## config.mk

```make
export PLATFORM = sky130hd
export DESIGN_NAME = xlat_walker
export DESIGN_NICKNAME = d
export VERILOG_FILES = /design/src/rtl/xw_pkg.sv /design/src/rtl/xw_addr_gen.sv /design/src/rtl/xw_entry_check.sv /design/src/rtl/xlat_walker.sv
export SDC_FILE = /design/constraint.sdc
export NUM_CORES = 1
export LEC_CHECK = 0
export BUFFER_PORTS_ARGS = -buffer_cell sky130_fd_sc_hd__buf_4
export CAP_MARGIN = 20
export CORE_ASPECT_RATIO = 1.25
export CORE_MARGIN = 2
export CORE_UTILIZATION = 40
export DETAILED_ROUTE_END_ITERATION = 16
export GPL_TIMING_DRIVEN = 0
export HOLD_SLACK_MARGIN = 0.08
export PLACE_DENSITY = 0.7
export RECOVER_POWER = 50
export REMOVE_ABC_BUFFERS = 1
export SLEW_MARGIN = 20
export SYNTH_ARGS = -nofsm -noshare
export SYNTH_HDL_FRONTEND = slang
export SYNTH_SLANG_ARGS = --single-unit
```

## constraint.sdc

```tcl
create_clock -name clk -period 1.6 [get_ports clk]
set_input_delay 0.16 -clock clk [delete_from_list [all_inputs] [get_ports clk]]
set_output_delay 0.16 -clock clk [all_outputs]
set_load 0.02 [all_outputs]
```

## src/rtl/xw_pkg.sv

```systemverilog
`timescale 1ns/1ps
package xw_pkg;

  typedef enum logic [2:0] {
    ST_IDLE = 3'd0,
    ST_DIR  = 3'd1,
    ST_TBL  = 3'd2,
    ST_UPD  = 3'd3,
    ST_DONE = 3'd4,
    ST_FLT  = 3'd5
  } walk_st_e;

  typedef enum logic [1:0] {
    FC_NONE   = 2'b00,
    FC_ABSENT = 2'b01,
    FC_PROT   = 2'b10
  } fault_e;

  // flag positions inside an entry
  localparam int BIT_P   = 0;
  localparam int BIT_RW  = 1;
  localparam int BIT_US  = 2;
  localparam int BIT_ACC = 5;
  localparam int BIT_DRT = 6;

endpackage

```

## src/rtl/xw_addr_gen.sv

```systemverilog
`timescale 1ns/1ps
// Forms an entry address: page-aligned frame base plus 4 * index.
module xw_addr_gen #(
  parameter int IDX_W  = 10,
  parameter int OFF_W  = 12,
  parameter int ADDR_W = 32
) (
  input  logic [ADDR_W-OFF_W-1:0] frame,
  input  logic [IDX_W-1:0]        idx,
  output logic [ADDR_W-1:0]       addr
);
  localparam int PAD = OFF_W - IDX_W - 2;

  generate
    if (PAD > 0) begin : g_pad
      assign addr = {frame, {PAD{1'b0}}, idx, 2'b00};
    end else begin : g_tight
      assign addr = {frame, idx, 2'b00};
    end
  endgenerate
endmodule

```

## src/rtl/xw_entry_check.sv

```systemverilog
`timescale 1ns/1ps
// Classifies one entry against the access: absence wins over permission.
module xw_entry_check
  import xw_pkg::*;
(
  input  logic [2:0] flags,      // {user-ok, writable, present}
  input  logic       is_write,
  input  logic       is_user,
  output fault_e     code
);
  always_comb begin
    code = FC_NONE;
    if (!flags[BIT_P]) begin
      code = FC_ABSENT;
    end else if ((is_write && !flags[BIT_RW]) || (is_user && !flags[BIT_US])) begin
      code = FC_PROT;
    end
  end
endmodule

```

## src/rtl/xlat_walker.sv

```systemverilog
`timescale 1ns/1ps
module xlat_walker
  import xw_pkg::*;
#(
  parameter int IDX_W = 10,
  parameter int OFF_W = 12
) (
  input  logic                             clk,
  input  logic                             rst,
  input  logic [2*IDX_W-1:0]               root_frame,
  input  logic                             req_valid,
  output logic                             req_ready,
  input  logic [2*IDX_W+OFF_W-1:0]         req_vaddr,
  input  logic                             req_write,
  input  logic                             req_user,
  output logic                             mem_rd_en,
  output logic                             mem_wr_en,
  output logic [2*IDX_W+OFF_W-1:0]         mem_addr,
  output logic [2*IDX_W+OFF_W-1:0]         mem_wr_data,
  input  logic                             mem_rd_valid,
  input  logic [2*IDX_W+OFF_W-1:0]         mem_rd_data,
  output logic                             resp_valid,
  output logic [2*IDX_W+OFF_W-1:0]         resp_paddr,
  output logic [1:0]                       resp_code,
  output logic                             resp_level
);
  localparam int ADDR_W = 2*IDX_W + OFF_W;
  localparam int FRM_W  = ADDR_W - OFF_W;
  localparam int LOW_W  = ADDR_W - IDX_W;   // table index + offset kept

  walk_st_e           st;
  fault_e             code_q;
  fault_e             chk_code;
  logic [LOW_W-1:0]   va_q;
  logic               wr_q;
  logic               usr_q;
  logic [ADDR_W-1:0]  dir_addr;
  logic [ADDR_W-1:0]  tbl_addr;
  logic [ADDR_W-1:0]  upd_ent;

  xw_addr_gen #(.IDX_W(IDX_W), .OFF_W(OFF_W), .ADDR_W(ADDR_W)) i_dir_addr (
    .frame (root_frame),
    .idx   (req_vaddr[ADDR_W-1 -: IDX_W]),
    .addr  (dir_addr)
  );

  xw_addr_gen #(.IDX_W(IDX_W), .OFF_W(OFF_W), .ADDR_W(ADDR_W)) i_tbl_addr (
    .frame (mem_rd_data[ADDR_W-1:OFF_W]),
    .idx   (va_q[LOW_W-1 -: IDX_W]),
    .addr  (tbl_addr)
  );

  xw_entry_check i_check (
    .flags    (mem_rd_data[2:0]),
    .is_write (wr_q),
    .is_user  (usr_q),
    .code     (chk_code)
  );

  always_comb begin
    upd_ent = mem_rd_data;
    upd_ent[BIT_ACC] = 1'b1;
    if (wr_q) upd_ent[BIT_DRT] = 1'b1;
  end

  assign req_ready = (st == ST_IDLE);
  assign resp_code = code_q;

  always_ff @(posedge clk) begin
    if (rst) begin
      st          <= ST_IDLE;
      code_q      <= FC_NONE;
      va_q        <= '0;
      wr_q        <= 1'b0;
      usr_q       <= 1'b0;
      mem_rd_en   <= 1'b0;
      mem_wr_en   <= 1'b0;
      mem_addr    <= '0;
      mem_wr_data <= '0;
      resp_valid  <= 1'b0;
      resp_paddr  <= '0;
      resp_level  <= 1'b0;
    end else begin
      mem_rd_en  <= 1'b0;
      mem_wr_en  <= 1'b0;
      resp_valid <= 1'b0;
      case (st)
        ST_IDLE: begin
          if (req_valid) begin
            va_q      <= req_vaddr[LOW_W-1:0];
            wr_q      <= req_write;
            usr_q     <= req_user;
            mem_addr  <= dir_addr;
            mem_rd_en <= 1'b1;
            st        <= ST_DIR;
          end
        end
        ST_DIR: begin
          if (mem_rd_valid) begin
            if (chk_code != FC_NONE) begin
              code_q     <= chk_code;
              resp_level <= 1'b0;
              resp_paddr <= '0;
              resp_valid <= 1'b1;
              st         <= ST_FLT;
            end else begin
              mem_addr  <= tbl_addr;
              mem_rd_en <= 1'b1;
              st        <= ST_TBL;
            end
          end
        end
        ST_TBL: begin
          if (mem_rd_valid) begin
            if (chk_code != FC_NONE) begin
              code_q     <= chk_code;
              resp_level <= 1'b1;
              resp_paddr <= '0;
              resp_valid <= 1'b1;
              st         <= ST_FLT;
            end else begin
              resp_paddr <= {mem_rd_data[ADDR_W-1:OFF_W], va_q[OFF_W-1:0]};
              if (upd_ent != mem_rd_data) begin
                mem_wr_en   <= 1'b1;
                mem_wr_data <= upd_ent;
              end
              st <= ST_UPD;
            end
          end
        end
        ST_UPD: begin
          code_q     <= FC_NONE;
          resp_level <= 1'b0;
          resp_valid <= 1'b1;
          st         <= ST_DONE;
        end
        default: st <= ST_IDLE;   // DONE and FLT: response cycle
      endcase
    end
  end

  // ---------------- properties ----------------
  p_first_read_r2: assert property (@(posedge clk) disable iff (rst)
    (req_valid && req_ready) |=> (mem_rd_en && mem_addr[1:0] == 2'b00));

  p_tbl_index_r3: assert property (@(posedge clk) disable iff (rst)
    (mem_rd_en && st == ST_TBL) |-> (mem_addr[IDX_W+1:2] == va_q[LOW_W-1 -: IDX_W]));

  p_offset_r4: assert property (@(posedge clk) disable iff (rst)
    (resp_valid && resp_code == 2'b00) |-> (resp_paddr[OFF_W-1:0] == va_q[OFF_W-1:0]));

  p_wb_bits_r8: assert property (@(posedge clk) disable iff (rst)
    mem_wr_en |-> (mem_wr_data[BIT_ACC] && (mem_wr_data[BIT_DRT] || !wr_q)));

  p_rd_wr_excl_r8: assert property (@(posedge clk) disable iff (rst)
    !(mem_rd_en && mem_wr_en));

  p_fault_no_wb_r9: assert property (@(posedge clk) disable iff (rst)
    (resp_valid && resp_code != 2'b00) |-> !$past(mem_wr_en));

  p_resp_pulse_r10: assert property (@(posedge clk) disable iff (rst)
    resp_valid |=> (!resp_valid && req_ready));

endmodule

```

==> run summary <==
The initial standard-cell utilization of the core came out at 40.95%. By area the synthesized netlist is led by sky130_fd_sc_hd__dfxtp_1 (51%), sky130_fd_sc_hd__mux2i_1 (6.1%), sky130_fd_sc_hd__a21oi_1 (5.8%). The clock tree synthesis step divided the H-tree into 4 levels. The synthesis-stage register bit count came out at 127.

In this run the vertical extent of the chip is 128.5 µm. In this run the core area contains 45 standard-cell rows. The final hold violation count is 0. After layout, the worst setup slack is -0.05576 ns. The run finished, with violations left.

The layout has 989 filler cells. The most used flip-flop cell after synthesis is sky130_fd_sc_hd__dfxtp_1. The biggest area contributor in the post-synthesis netlist is sky130_fd_sc_hd__dfxtp_1. The number of violations of the max-capacitance limit is 0. After the last flow step, the layout net total stands at 877.

The remaining max-slew budget at the tightest pin is 27.49%. Of all flip-flops after synthesis, the portion carrying an async set or reset was 0%. The number of buffers inserted during clock tree synthesis is 17. The worst register-to-register path begins at st[0]$_SDFFE_PP0P_. The initial antenna violation count came to 0. For the finished layout, the period the worst path requires is 1.656 ns.

The highest attainable clock frequency is 604.0 MHz. The area of the die came out at 13310 µm². The worst hold path belongs to the class input pin to flip-flop. The tree is rooted in a sky130_fd_sc_hd__clkbuf_16.

The number of clock sinks came out at 127. After synthesis, the largest family of logic cells by area is compound AO/OA/AOI/OAI gates. The number of cells traversed by the worst hold path is 3. Dividing the final minimum period by the clock period gives 103.5%. The initial DRC count is 329.

The simple logic cell fraction of the synthesized area came out at 14.29%. The classification of the worst setup path is flip-flop to flip-flop. The launch point of the worst hold path is mem_rd_valid. The area share of fa/ha/maj cells after synthesis came out at 0.2019%. The worst-case clock buffer depth is 2. The via count came out at 5295. The leakage component of the power is 3.169 nW. The slew at the pin closest to its max-slew limit came out at 1.088 ns. The total routing usage reported by global routing came out at 26.71%. For hold timing, the worst endpoint is st[1]$_SDFFE_PP0P_. The number of setup violations in the final report is 34. The aggregate global routing overflow is 0. The minimum setup slack among reg-to-reg paths came out at -0.06 ns. The fraction of the mapped netlist area in compound gates is 21.43%. The via count of the first global-routing pass came out at 5242.

The count of buffers from port buffering is 190. The HPWL reported at the end of detailed placement is 10.01 mm. For this run, the register share of the synthesized area comes to 51.29%.

The number of warnings issued by yosys is 0. The clock latency reported for the late side of the worst-skew pair is 0.41 ns. The final reports fail on setup timing. The maximum fanout count along the critical path came out at 8.

Relative to the synthesized area, the layout overhead comes to 63.38%. The capturing point of the worst reg2reg path is resp_paddr[12]$_SDFFE_PP0P_. The number of nets with antenna violations after routing is 0.

Pin placement for this block handled 193 I/O pins. Summing the areas of all xor and xnor instances in the mapped netlist gives 0.1767% of the synthesized area. The element type at the critical path start is a flip-flop.

The DRC violations left is 0. The final setup skew is 0.008739 ns. Counting tap cells, the placed design contains a total of 832 instances. Dividing total power by cell area gives a power density of 1088 nW/µm². The max-slew violation count came to 0. In this run the biggest area consumer among cell types represents 51.29% of the synthesized area.

The final wirelength came out at 18.67 mm. The mux cell area share after synthesis is 6.058%. The clock-pin slew on the worst setup and hold paths came out at 0.06 ns. The antenna cell count came out at 0. The number of vias per cell is 5.498. The worst-case IR drop observed on VDD is 0.6953 mV. The first-pass GRT wire length is 27.87 mm. The largest net degree at the start of global routing is 95.

TritonCTS built the clock tree. The first TritonRoute pass finished after 5 iterations. The post-synthesis cell type count came out at 42. Setup repair after global routing could not meet its margin everywhere. The die is 103.6 µm wide.

In this run the cell area of the synthesized design comes to 4957 µm². The number of instances in the synthesized netlist is 521. The area of the placeable core is 12110 µm². The total power came out at 8.809 mW. Of the cells placed in the final design, the portion with a size suffix greater than 1 is 29.54%. The final weighted congestion of routability-driven global placement is 0.8485. The final standard cell utilization of the core is 66.90%. The arrival time of data at the critical path endpoint is 1.95 ns. Averaged over all synthesized cells, the footprint is 9.515 µm². The worst path required time is 1.90 ns. STA classifies the critical path endpoint as a flip-flop. The final standard cell count with taps included and fillers excluded came out at 963.

The number of cells on the worst reg-to-reg path came out at 6. The wire length per cell after detailed routing came out at 19.39 µm. The number of enable flip-flop cells after synthesis came out at 0.
==> power breakdown <==
group | internal [mW] | switching [mW]
sequential | 3.32 | 0.101
combinational | 0.777 | 0.832
clock | 2.33 | 1.45
total | 6.42 | 2.39
==> cell usage after synthesis (4+ instances only) <==
cell / instances
sky130_fd_sc_hd__a211oi_1: 31
sky130_fd_sc_hd__a21oi_1: 57
sky130_fd_sc_hd__a22o_1: 32
sky130_fd_sc_hd__buf_2: 14
sky130_fd_sc_hd__buf_4: 9
sky130_fd_sc_hd__buf_6: 6
sky130_fd_sc_hd__clkbuf_1: 21
sky130_fd_sc_hd__dfxtp_1: 127
sky130_fd_sc_hd__inv_1: 4
sky130_fd_sc_hd__mux2i_1: 30
sky130_fd_sc_hd__nand2_1: 50
sky130_fd_sc_hd__nand3_1: 30
sky130_fd_sc_hd__nor2_1: 6
sky130_fd_sc_hd__nor3_1: 33
sky130_fd_sc_hd__o21ai_1: 32
==> logic make-up after synthesis <==
| group | Yosys count |
|---|---|
| AO/OA/AOI/OAI | 164 |
| AND/OR/NAND/NOR | 139 |
| flip-flops | 127 |
| buffers and inverters | 58 |
| multiplexers | 30 |
| adder cells (fa/ha/maj) | 1 |
| other | 1 |
| XOR/XNOR | 1 |
==> layout by cell type (no fill, tap or decap), types with 3 or more instances in the layout <==
master                          count
sky130_fd_sc_hd__clkbuf_1          80
sky130_fd_sc_hd__dfxtp_1          123
sky130_fd_sc_hd__dfxtp_4            3
sky130_fd_sc_hd__buf_4            129
sky130_fd_sc_hd__clkinv_2           3
sky130_fd_sc_hd__clkbuf_16         19
sky130_fd_sc_hd__nor2_1             6
sky130_fd_sc_hd__clkinv_4           4
sky130_fd_sc_hd__a21oi_1           56
sky130_fd_sc_hd__and2_4             3
sky130_fd_sc_hd__clkinvlp_4         3
sky130_fd_sc_hd__buf_16             4
sky130_fd_sc_hd__nand2_1           49
sky130_fd_sc_hd__a22o_1            32
sky130_fd_sc_hd__o21ai_1           28
sky130_fd_sc_hd__and4bb_4           3
sky130_fd_sc_hd__buf_6              7
sky130_fd_sc_hd__o21ai_0            3
sky130_fd_sc_hd__a211oi_1          30
sky130_fd_sc_hd__nand3_2            7
sky130_fd_sc_hd__nand3_1           23
sky130_fd_sc_hd__inv_1              4
sky130_fd_sc_hd__nor3_2             5
sky130_fd_sc_hd__nor3_1            28
sky130_fd_sc_hd__dlygate4sd3_1     53
sky130_fd_sc_hd__buf_12            17
sky130_fd_sc_hd__mux2i_1           29
==> stage by stage <==
step	hold slack, ns	area, µm²	TNS [ns]	worst slack [ns]
4_1_cts	0.08443	8026	-1.765	-0.06223
3_3_place_gp	0.3893	6294	-162.42	-1.801
6_report	0.1013	8099	-0.9592	-0.05576
5_1_grt	0.09543	8099	-2.785	-0.07264
3_5_place_dp	0.3971	6489	-76.21	-1.086
2_1_floorplan	0.2291	4662	-65.73	-0.8508
==> worst max-delay path by stage <==
stage | from | endpoint | slack (ns) | depth (start not counted)
final | st[0]$_SDFFE_PP0P_ | resp_paddr[12]$_SDFFE_PP0P_ | -0.06 | 6
after detailed placement | st[1]$_SDFFE_PP0P_ | resp_paddr[30]$_SDFFE_PP0P_ | -1.09 | 5
after floorplan | st[2]$_SDFFE_PP0P_ | mem_addr[10]$_SDFFE_PP0P_ | -0.85 | 4
after global placement | st[2]$_SDFFE_PP0P_ | mem_addr[17]$_SDFFE_PP0P_ | -1.80 | 4
after global routing | st[2]$_SDFFE_PP0P_ | mem_addr[15]$_SDFFE_PP0P_ | -0.07 | 5
after CTS | st[2]$_SDFFE_PP0P_ | mem_wr_data[1]$_SDFFE_PP0P_ | -0.06 | 5
==> worst max-delay path, stage by stage (launching register included) <==
cell                        delay (ns)
sky130_fd_sc_hd__dfxtp_4          0.38
sky130_fd_sc_hd__and4bb_4         0.41
sky130_fd_sc_hd__buf_12           0.13
sky130_fd_sc_hd__a311oi_4         0.03
sky130_fd_sc_hd__buf_6            0.21
sky130_fd_sc_hd__clkbuf_16        0.17
sky130_fd_sc_hd__a22o_1           0.20
==> area by class of cell <==
cell class              count  area, µm²  share of cell area [%]
clock buffers              18      439.2                   5.423
clock inverters            13      141.4                   1.746
inverters                   6      22.52                  0.2781
multi-input cells         341       2327                   28.73
flip-flops and latches    127       2555                   31.55
well taps                 164      205.2                   2.534
repair buffers            294       2409                   29.74
==> registers in the layout, summed over array words and instances, names as in the netlist <==
name and cells:
resp_code 2, mem_rd_en 1, st 3, wr_q 1, mem_wr_en 1, va_q 22, usr_q 1, resp_valid 1
mem_addr 30, mem_wr_data 32, resp_paddr 32, resp_level 1
==> repair_timing <==
action / in CTS / in global routing
gates cloned: 5 / 2
pin swaps: 41 / 24
setup endpoints to repair: 120 / 97
hold buffers: 53 / 0
hold endpoints to repair: 73 / 0
gates resized for setup: 29 / 26
buffers inserted: 21 / 19
==> per-layer routing <==
layer / up-vias / share of wire [%] / global-route usage [%]
met2: 235 / 51 / 47.95
met4: 0 / 3.4 / 10.41
li1: 2424 / - / -
met1: 2586 / 40 / 30.53
met3: 50 / 5.9 / 7.143
met5: - / 0 / 0
No activity file was read; power rests on OpenSTA's default activity.
